### src/rtl/seg_addr_pkg.sv
package seg_addr_pkg;
    localparam int NUM_SEG = 4;
    localparam int SEL_W   = $clog2(NUM_SEG);

    typedef enum logic [SEL_W-1:0] {
        SEG_EXTRA = 2'd0,
        SEG_CODE  = 2'd1,
        SEG_STACK = 2'd2,
        SEG_DATA  = 2'd3
    } seg_id_e;

    typedef enum logic [2:0] {
        KIND_FETCH  = 3'd0,
        KIND_STACK  = 3'd1,
        KIND_BPREL  = 3'd2,
        KIND_DATA   = 3'd3,
        KIND_STRDST = 3'd4
    } acc_kind_e;

    typedef enum logic [1:0] {
        SEQ_IDLE = 2'd0,
        SEQ_LO   = 2'd1,
        SEQ_HI   = 2'd2
    } seq_state_e;
endpackage

### src/rtl/seg_regfile.sv
module seg_regfile
    import seg_addr_pkg::*;
#(
    parameter int SEG_W = 16
) (
    input  logic             clk,
    input  logic             rst_n,
    input  logic             wr_en,
    input  logic [SEL_W-1:0] wr_sel,
    input  logic [SEG_W-1:0] wr_data,
    input  logic [SEL_W-1:0] rd_sel,
    output logic [SEG_W-1:0] rd_base
);
    logic [SEG_W-1:0] base_d [NUM_SEG];
    logic [SEG_W-1:0] base_q [NUM_SEG];

    for (genvar g = 0; g < NUM_SEG; g++) begin : g_seg
        always_comb begin
            base_d[g] = base_q[g];
            if (wr_en && (wr_sel == SEL_W'(g))) begin
                base_d[g] = wr_data;
            end
        end

        always_ff @(posedge clk) begin
            if (!rst_n) begin
                base_q[g] <= '0;
            end else begin
                base_q[g] <= base_d[g];
            end
        end
    end

    // read returns the registered value: a same-cycle write is not seen
    assign rd_base = base_q[rd_sel];
endmodule

### src/rtl/seg_select.sv
module seg_select
    import seg_addr_pkg::*;
(
    input  logic [2:0]       kind,
    input  logic             ovr_en,
    input  logic [SEL_W-1:0] ovr_sel,
    output logic [SEL_W-1:0] seg_sel
);
    logic fixed_kind;

    always_comb begin
        fixed_kind = 1'b0;
        case (kind)
            KIND_FETCH: begin
                seg_sel    = SEG_CODE;
                fixed_kind = 1'b1;
            end
            KIND_STRDST: begin
                seg_sel    = SEG_EXTRA;
                fixed_kind = 1'b1;
            end
            KIND_STACK, KIND_BPREL: seg_sel = SEG_STACK;
            default:                seg_sel = SEG_DATA;
        endcase
        if (ovr_en && !fixed_kind) begin
            seg_sel = ovr_sel;
        end
    end
endmodule

### src/rtl/phys_addr_calc.sv
module phys_addr_calc #(
    parameter int SEG_W = 16,
    parameter int OFF_W = 16,
    parameter int SHIFT = 4,
    parameter int PA_W  = 20
) (
    input  logic [SEG_W-1:0] base,
    input  logic [OFF_W-1:0] offset,
    output logic [PA_W-1:0]  paddr
);
    localparam int EXT_W = (SEG_W + SHIFT > OFF_W) ? SEG_W + SHIFT : OFF_W;

    logic [EXT_W-1:0] base_sh;
    logic [EXT_W-1:0] off_ext;
    logic [EXT_W-1:0] sum;

    always_comb begin
        base_sh = EXT_W'(base) << SHIFT;
        off_ext = EXT_W'(offset);
        sum     = base_sh + off_ext;
        paddr   = sum[PA_W-1:0];
    end
endmodule

### src/rtl/byte_sequencer.sv
module byte_sequencer
    import seg_addr_pkg::*;
#(
    parameter int SEG_W  = 16,
    parameter int OFF_W  = 16,
    parameter int BYTE_W = 8
) (
    input  logic                clk,
    input  logic                rst_n,
    input  logic                acc_valid,
    output logic                acc_ready,
    input  logic [SEG_W-1:0]    sel_base,
    input  logic [OFF_W-1:0]    acc_offset,
    input  logic                acc_word,
    input  logic                acc_write,
    input  logic [2*BYTE_W-1:0] acc_wdata,
    output logic [SEG_W-1:0]    cur_base,
    output logic [OFF_W-1:0]    cur_off,
    output logic                mem_req,
    output logic                mem_we,
    output logic [BYTE_W-1:0]   mem_wdata,
    input  logic                mem_ack,
    input  logic [BYTE_W-1:0]   mem_rdata,
    output logic                rd_valid,
    output logic [2*BYTE_W-1:0] rd_word
);
    localparam int WORD_W = 2 * BYTE_W;

    typedef struct packed {
        seq_state_e        state;
        logic [SEG_W-1:0]  base;
        logic [OFF_W-1:0]  off;
        logic              word;
        logic              write;
        logic [WORD_W-1:0] wdata;
        logic [BYTE_W-1:0] lo_byte;
        logic              rd_valid;
        logic [WORD_W-1:0] rd_word;
    } seq_t;

    seq_t s_d, s_q;

    always_comb begin
        s_d          = s_q;
        s_d.rd_valid = 1'b0;
        case (s_q.state)
            SEQ_IDLE: begin
                if (acc_valid) begin
                    s_d.base  = sel_base;
                    s_d.off   = acc_offset;
                    s_d.word  = acc_word;
                    s_d.write = acc_write;
                    s_d.wdata = acc_wdata;
                    s_d.state = SEQ_LO;
                end
            end
            SEQ_LO: begin
                if (mem_ack) begin
                    s_d.lo_byte = mem_rdata;
                    if (s_q.word) begin
                        s_d.off   = s_q.off + OFF_W'(1);
                        s_d.state = SEQ_HI;
                    end else begin
                        s_d.state = SEQ_IDLE;
                        if (!s_q.write) begin
                            s_d.rd_valid = 1'b1;
                            s_d.rd_word  = {{BYTE_W{1'b0}}, mem_rdata};
                        end
                    end
                end
            end
            SEQ_HI: begin
                if (mem_ack) begin
                    s_d.state = SEQ_IDLE;
                    if (!s_q.write) begin
                        s_d.rd_valid = 1'b1;
                        s_d.rd_word  = {mem_rdata, s_q.lo_byte};
                    end
                end
            end
            default: s_d.state = SEQ_IDLE;
        endcase
    end

    always_ff @(posedge clk) begin
        if (!rst_n) begin
            s_q <= '0;
        end else begin
            s_q <= s_d;
        end
    end

    assign acc_ready = (s_q.state == SEQ_IDLE);
    assign mem_req   = (s_q.state != SEQ_IDLE);
    assign mem_we    = mem_req && s_q.write;
    assign mem_wdata = (s_q.state == SEQ_HI) ? s_q.wdata[WORD_W-1:BYTE_W]
                                             : s_q.wdata[BYTE_W-1:0];
    assign cur_base  = s_q.base;
    assign cur_off   = s_q.off;
    assign rd_valid  = s_q.rd_valid;
    assign rd_word   = s_q.rd_word;
endmodule

### src/rtl/seg_addr_gen.sv
module seg_addr_gen
    import seg_addr_pkg::*;
#(
    parameter int SEG_W  = 16,
    parameter int OFF_W  = 16,
    parameter int SHIFT  = 4,
    parameter int PA_W   = 20,
    parameter int BYTE_W = 8
) (
    input  logic                clk,
    input  logic                rst_n,
    input  logic                seg_wr_en,
    input  logic [1:0]          seg_wr_sel,
    input  logic [SEG_W-1:0]    seg_wr_data,
    input  logic                acc_valid,
    output logic                acc_ready,
    input  logic [2:0]          acc_kind,
    input  logic                ovr_en,
    input  logic [1:0]          ovr_sel,
    input  logic [OFF_W-1:0]    acc_offset,
    input  logic                acc_word,
    input  logic                acc_write,
    input  logic [2*BYTE_W-1:0] acc_wdata,
    output logic                mem_req,
    output logic [PA_W-1:0]     mem_addr,
    output logic                mem_we,
    output logic [BYTE_W-1:0]   mem_wdata,
    input  logic                mem_ack,
    input  logic [BYTE_W-1:0]   mem_rdata,
    output logic                rd_valid,
    output logic [2*BYTE_W-1:0] rd_word
);
    logic [SEL_W-1:0] seg_sel;
    logic [SEG_W-1:0] sel_base;
    logic [SEG_W-1:0] cur_base;
    logic [OFF_W-1:0] cur_off;

    seg_select u_sel (
        .kind    (acc_kind),
        .ovr_en  (ovr_en),
        .ovr_sel (ovr_sel),
        .seg_sel (seg_sel)
    );

    seg_regfile #(.SEG_W(SEG_W)) u_regs (
        .clk     (clk),
        .rst_n   (rst_n),
        .wr_en   (seg_wr_en),
        .wr_sel  (seg_wr_sel),
        .wr_data (seg_wr_data),
        .rd_sel  (seg_sel),
        .rd_base (sel_base)
    );

    byte_sequencer #(
        .SEG_W  (SEG_W),
        .OFF_W  (OFF_W),
        .BYTE_W (BYTE_W)
    ) u_seq (
        .clk        (clk),
        .rst_n      (rst_n),
        .acc_valid  (acc_valid),
        .acc_ready  (acc_ready),
        .sel_base   (sel_base),
        .acc_offset (acc_offset),
        .acc_word   (acc_word),
        .acc_write  (acc_write),
        .acc_wdata  (acc_wdata),
        .cur_base   (cur_base),
        .cur_off    (cur_off),
        .mem_req    (mem_req),
        .mem_we     (mem_we),
        .mem_wdata  (mem_wdata),
        .mem_ack    (mem_ack),
        .mem_rdata  (mem_rdata),
        .rd_valid   (rd_valid),
        .rd_word    (rd_word)
    );

    phys_addr_calc #(
        .SEG_W (SEG_W),
        .OFF_W (OFF_W),
        .SHIFT (SHIFT),
        .PA_W  (PA_W)
    ) u_pa (
        .base   (cur_base),
        .offset (cur_off),
        .paddr  (mem_addr)
    );
endmodule

### config.mk
export PLATFORM = sky130hd
export DESIGN_NAME = seg_addr_gen
export DESIGN_NICKNAME = d
export VERILOG_FILES = /design/src/rtl/seg_addr_pkg.sv /design/src/rtl/seg_regfile.sv /design/src/rtl/seg_select.sv /design/src/rtl/phys_addr_calc.sv /design/src/rtl/byte_sequencer.sv /design/src/rtl/seg_addr_gen.sv
export SDC_FILE = /design/constraint.sdc
export NUM_CORES = 1
export LEC_CHECK = 0
export BUFFER_PORTS_ARGS = -buffer_cell sky130_fd_sc_hd__buf_2
export CAP_MARGIN = 40
export CELL_PAD_IN_SITES_DETAIL_PLACEMENT = 1
export CELL_PAD_IN_SITES_GLOBAL_PLACEMENT = 2
export CORE_AREA = 2 2 148 150
export DETAILED_ROUTE_END_ITERATION = 16
export DIE_AREA = 0 0 150 152
export MAX_ROUTING_LAYER = met4
export PLACE_DENSITY_LB_ADDON = 0.1
export SYNTH_ARGS = -nofsm -noshare
export SYNTH_HDL_FRONTEND = slang
export SYNTH_SLANG_ARGS = --single-unit
### constraint.sdc
create_clock -name clk -period 4.1 [get_ports clk]
set_clock_uncertainty 0.2 [all_clocks]
set_input_delay 0.205 -clock clk [delete_from_list [all_inputs] [get_ports clk]]
set_output_delay 0.205 -clock clk [all_outputs]
set_load 0.005 [all_outputs]
==> impl_results.md, run 1 <==
* Worst-Margin Slew at 0.892 ns
* First-pass GRT wire length at 33.0 mm
* Final ANT Viol Nets at 0
* Worst hold path class: primary input to flop
* Syn_nets at 833
* Total Neg Setup Slack at 0 ns
* Peak supply drop at 291 µV
* Most common cell in the netlist: nand2_1
* Vias at 6,015
* Top-area cell type share of the netlist area at 26.2%
* Critical Path End Type: primary output
* Initial Util at 34.3%
* Post-cts resize count at 0
* Final Slew Violations at 0
* Iter 0 DRT Violations at 259
* Drc violations at 0
* Clk pin slew, worst setup/hold paths at 0.06 ns
* Setup CP Type: flop to primary output
* Num CTS Buffers at 17
* RSZ-0062 raised after global routing: false
* Max Root-Sink Buffers at 2
* Final hold viol count at 0
* RD Place Congestion at 0.791
* Sequential share of the synthesized area at 47.2%
* P&R area growth vs syn at 26.3%
* GRT Util Overall at 19.0%
* Mux contribution to synthesized area at 8.84%
* Combinational family with the most area after synthesis: simple AND/OR/NAND/NOR gates
* Period utilisation layout at 75.9%
* Complex-gate fraction of the synthesized area at 14.4%
* Avg Inst Size Synth at 9.84 µm²
* CP max FO at 8
* PD cells at 403 nW/µm²
* CTS tree: yes
* Core box area at 21,400 µm²
* Crit start category: flop
* Mapped Cells at 745
* Seq cells post-synth at 141
* Number of global-route vias before repair at 6,284
* Yosys warns at 0
* Post-synth top flop: dfxtp_1
* Post-synth ARST share at 0%
* Dpl hpwl at 15.1 mm
* H-tree depth at 4
* Critical Path RT at 3.69 ns
* Simple-gate share of the synthesized area at 20.0%
* Initial antenna violation count at 0
* Via/cell ratio at 5.07
* Die W at 150 µm
* Max_cap viols at 0
* Post-Place Worst Slack at 1.35 ns
* Antenna diodes at 0
* PortBufs at 118
* Final setup viols at 0
* Slew HR at 40.5%
* Synth Area in XOR/XNOR at 1.31%
* Grt total ovfl at 0
* Worst-skew pair later-pin latency at 0.43 ns
* Period minus WS final at 3.11 ns
* Status: finished clean
* EDFF count, synth at 64
* Synth unique cells at 70
* Nets at 982
* Routed Wire Length at 20.5 mm
* Setup WS post-layout at 0.989 ns
* Hold slack at 0.0230 ns
* Leakage power at 0.00380 µW
* # rows at 54
* Largest net degree at the start of global routing at 37
* Adder-cell share of the synthesized area at 3.00%
* Drt wl/cell at 17.3 µm
* Max Clk Rate at 0.321 GHz
* DIE HEIGHT at 152 µm
* Post-Syn Area at 7330 µm²
* Cell taking the most area after synthesis: edfxtp_1
* Main area contributors after synthesis: edfxtp_1 (26%), dfxtp_1 (21%), and2_1 (6.5%)
* CTS Root Buffer Type: clkbuf_16
* CTS Sinks at 141
* Post-CTS setup buffers at 0
* Worst Path Arrival at 2.71 ns
* Die area at 22,800 µm²
* I/O pins at 119
* Share of cells above drive strength 1 at 23.3%
* DRT Pass-1 Iters at 4
* Most frequent cells after synthesis: nand2_1 (98), dfxtp_1 (77), and2_1 (76)
registers in the layout, summed over array words and instances, names as in the netlist:
signal	cells
u_seq.cur_base	16
u_seq.rd_word	16
u_regs.base_q	64
u_seq.rd_valid	1
u_seq.cur_off	16
u_seq.s_q	28
worst max-delay path, cell delays in order, from the launching register on:
cell and delay (ns):
dfxtp_1 0.38, ha_1 0.24, fa_1 0.41, a21o_1 0.23, a31o_1 0.23, nor3b_2 0.17
mux2i_1 0.14, a2111oi_2 0.32, buf_2 0.17
cell type report:
class                      count  area (µm²)
fill                        2439       12100
clock inverter                15         153
inverter                      12        45.0
tap                          280         350
timing repair buffer         189        1330
multi-input combinational    533        3500
clock buffer                  17         425
sequential                   141        3460
power breakdown:
group	total (µW)	internal [µW]	switching [µW]	leakage, µW
clock	1520	857	666	0.000277
combinational	581	269	312	0.00226
sequential	1630	1560	63.1	0.00126
total	3730	2690	1040	0.00380
kinds of logic after synthesis:
logic type                 count (synthesis)
AOI/OAI and AO/OA                        163
buffers and inverters                     71
adders and majority gates                 17
xor gates and xnor gates                  11
DFF                                      141
muxes                                     58
and+or+nand+nor                          284
cell usage in the layout (no fill, tap or decap), types with 10 or more instances in the layout:
cell             n
edfxtp_1        64
ha_1            16
mux2i_1         34
clkbuf_16       17
mux2_2          12
nor2_1          22
and2_1          76
inv_1           12
mux2_4          10
dlygate4sd3_1   56
a21oi_1         62
buf_2          118
o21ai_0         13
nand3_1         35
dfxtp_1         77
nand2_1         98
o21ai_1         18
o21ai_2         15
worst paths after layout:
path / cells past startpoint / from / slack (ns) / to
max: 8 / u_seq.cur_off[4] / 0.99 / mem_addr[16]
min: 3 / mem_ack / 0.02 / u_seq.s_q[75]
min reg2reg: 2 / u_seq.rd_word[12] / 0.25 / u_seq.rd_word[12]
max reg2reg: 5 / u_seq.s_q[75] / 1.43 / u_seq.cur_base[10]
stage by stage:
step	util, %	instances	area (µm²)	power (µW)
final	43.4	1187	9260	3730
after global routing	43.4	1187	9260	3910
after detailed placement	38.1	1099	8130	2210
after floorplan	-	745	7330	1990
after global placement	37.3	1087	7970	2170
after CTS	43.4	1187	9260	3770
per-layer routing:
layer	wire length, µm	up-vias	track usage (%)
met1	9420	2942	23.3
met4	167	0	4.67
met5	0	-	-
met3	639	15	3.33
met2	10300	100	32.4
li1	-	2958	-
timing repair:
item	CTS	global route
setup endpoints to repair	0	0
hold buffers	56	0
hold endpoints to repair	114	0
No activity file was read; power rests on OpenSTA's default activity.
==> run 2: changes to the inputs <==
- CORE_AREA: 2 2 148 150 -> 2 2 155 157
- DIE_AREA: 0 0 150 152 -> 0 0 157 159
- clock period: 4.1 -> 2.7 ns (I/O delays scaled with it)
==> impl_results.md, run 2 (synthesized netlist as in run 1, its figures left out) <==
* Status: finished clean
* Die area at 25,000 µm²
* Number of fill cells at 2,619
* Final ANT Viol Nets at 0
* Clk pin slew, worst setup/hold paths at 0.07 ns
* CTS Root Buffer Type: clkbuf_16
* Leakage power at 0.00386 µW
* Final Slew Violations at 0
* PD cells at 602 nW/µm²
* Setup WS post-layout at 0.0397 ns
* Vias at 6,121
* Num CTS Buffers at 17
* Slew HR at 52.0%
* Max FFs per register at 64
* Largest regs: u_regs.base_q x64, u_seq.s_q x28
* Final Non-Filler Cells at 1,241
* Largest net degree at the start of global routing at 36
* Worst-skew pair later-pin latency at 0.42 ns
* Max Root-Sink Buffers at 2
* Placed Cells at 1,147
* CP max FO at 2
* I/O pins at 119
* Final hold viol count at 0
* Core box area at 23,200 µm²
* DRT Pass-1 Iters at 5
* Peak supply drop at 377 µV
* Initial Util at 31.6%
* First-pass GRT wire length at 33.9 mm
* Drt wl/cell at 17.3 µm
* Share of cells above drive strength 1 at 25.8%
* Max Clk Rate at 0.376 GHz
* Most frequent cells in the layout: buf_2 (118), nand2_1 (97), and2_1 (76), dfxtp_1 (75), edfxtp_1 (64)
* Worst Path Arrival at 2.33 ns
* Critical Path RT at 2.37 ns
* Period minus WS final at 2.66 ns
* DIE HEIGHT at 159 µm
* Nets at 997
* Critical Path End Type: primary output
* Number of global-route vias before repair at 6,333
* DP Area at 8190 µm²
* Final setup viols at 0
* Setup CP Type: flop to primary output
* # rows at 56
* Worst-Margin Slew at 0.720 ns
* Grt total ovfl at 0
* CTS Sinks at 141
* P&R area growth vs syn at 29.5%
* Dpl hpwl at 14.9 mm
* Fin area at 9500 µm²
* Commonest non-fill, non-tap cell in the layout: buf_2
* CTS tree: yes
* Routed Wire Length at 21.5 mm
* Post-Place Worst Slack at 0.174 ns
* RD Place Congestion at 0.753
* Via/cell ratio at 4.93
* GRT Util Overall at 17.9%
* Die W at 157 µm
* Worst hold path class: primary input to flop
* Hold slack at 0.0478 ns
* Initial antenna violation count at 0
* Antenna diodes at 0
* Period utilisation layout at 98.5%
* Total power at 5720 µW
* PortBufs at 118
* Most flop-heavy register: u_regs.base_q
* H-tree depth at 4
* RSZ-0062 raised after global routing: true
* Crit start category: flop
* Iter 0 DRT Violations at 242
* Drc violations at 0
* Max_cap viols at 0
-- run 2: cell count changes in the layout (fill, tap and decap cells not counted), sizes merged --
cell and delta:
buf +11, dlygate4sd3 +4, inv +2, bufinv -1
clkinvlp -1
-- run 2: path summary, 6_finish.rpt --
check / endpoint / cells after the start / start / slack (ns)
max: mem_addr[16] / 8 / u_seq.cur_base[0] / 0.04
min reg2reg: u_seq.rd_word[14] / 2 / u_seq.rd_word[14] / 0.26
min: u_seq.cur_off[5] / 4 / acc_offset[5] / 0.05
max reg2reg: u_seq.cur_off[14] / 7 / u_seq.s_q[76] / 0.43
-- run 2: critical path, stage by stage, from the launching register on --
cell	delay, ns
dfxtp_2	0.34
ha_4	0.16
fa_2	0.34
a21o_1	0.18
a31o_1	0.22
nor3b_2	0.17
mux2i_1	0.14
a2111oi_2	0.20
buf_2	0.16
-- run 2: final cells by class --
| type | count | area [µm²] | share of cell area, % |
|---|---|---|---|
| clock buffer | 17 | 425 | 4.48 |
| clock inverter | 15 | 166 | 1.75 |
| inverter | 12 | 45.0 | 0.474 |
| multi-input combinational | 533 | 3600 | 37.9 |
| sequential | 141 | 3470 | 36.5 |
| tap | 319 | 399 | 4.20 |
| timing repair buffer | 204 | 1400 | 14.8 |
-- run 2: metrics by stage --
stage	setup TNS (ns)	util, %
2_1_floorplan	0	-
3_3_place_gp	0	35.2
3_5_place_dp	0	35.3
4_1_cts	-0.0299	40.7
5_1_grt	-0.246	41.0
6_report	0	41.0
-- run 2: repair_timing --
action | CTS | global route
gates resized for setup | 11 | 11
pin swaps | 2 | 0
hold buffers | 60 | 0
setup endpoints to repair | 6 | 8
setup buffers | 1 | 1
endpoints found under the hold margin | 126 | 0
-- run 2: power by group --
part | total [µW] | switching, µW | leakage [µW] | internal (µW)
sequential | 2460 | 90.6 | 0.00126 | 2370
clock | 2320 | 1070 | 0.000285 | 1250
combinational | 936 | 505 | 0.00232 | 431
total | 5720 | 1670 | 0.00386 | 4050
-- run 2: layer usage --
metal / share of wire, % / GRT usage (%)
met1: 46 / 22.8
met2: 49 / 29.7
met3: 3.8 / 2.86
met4: 1.0 / 4.38
met5: 0 / -
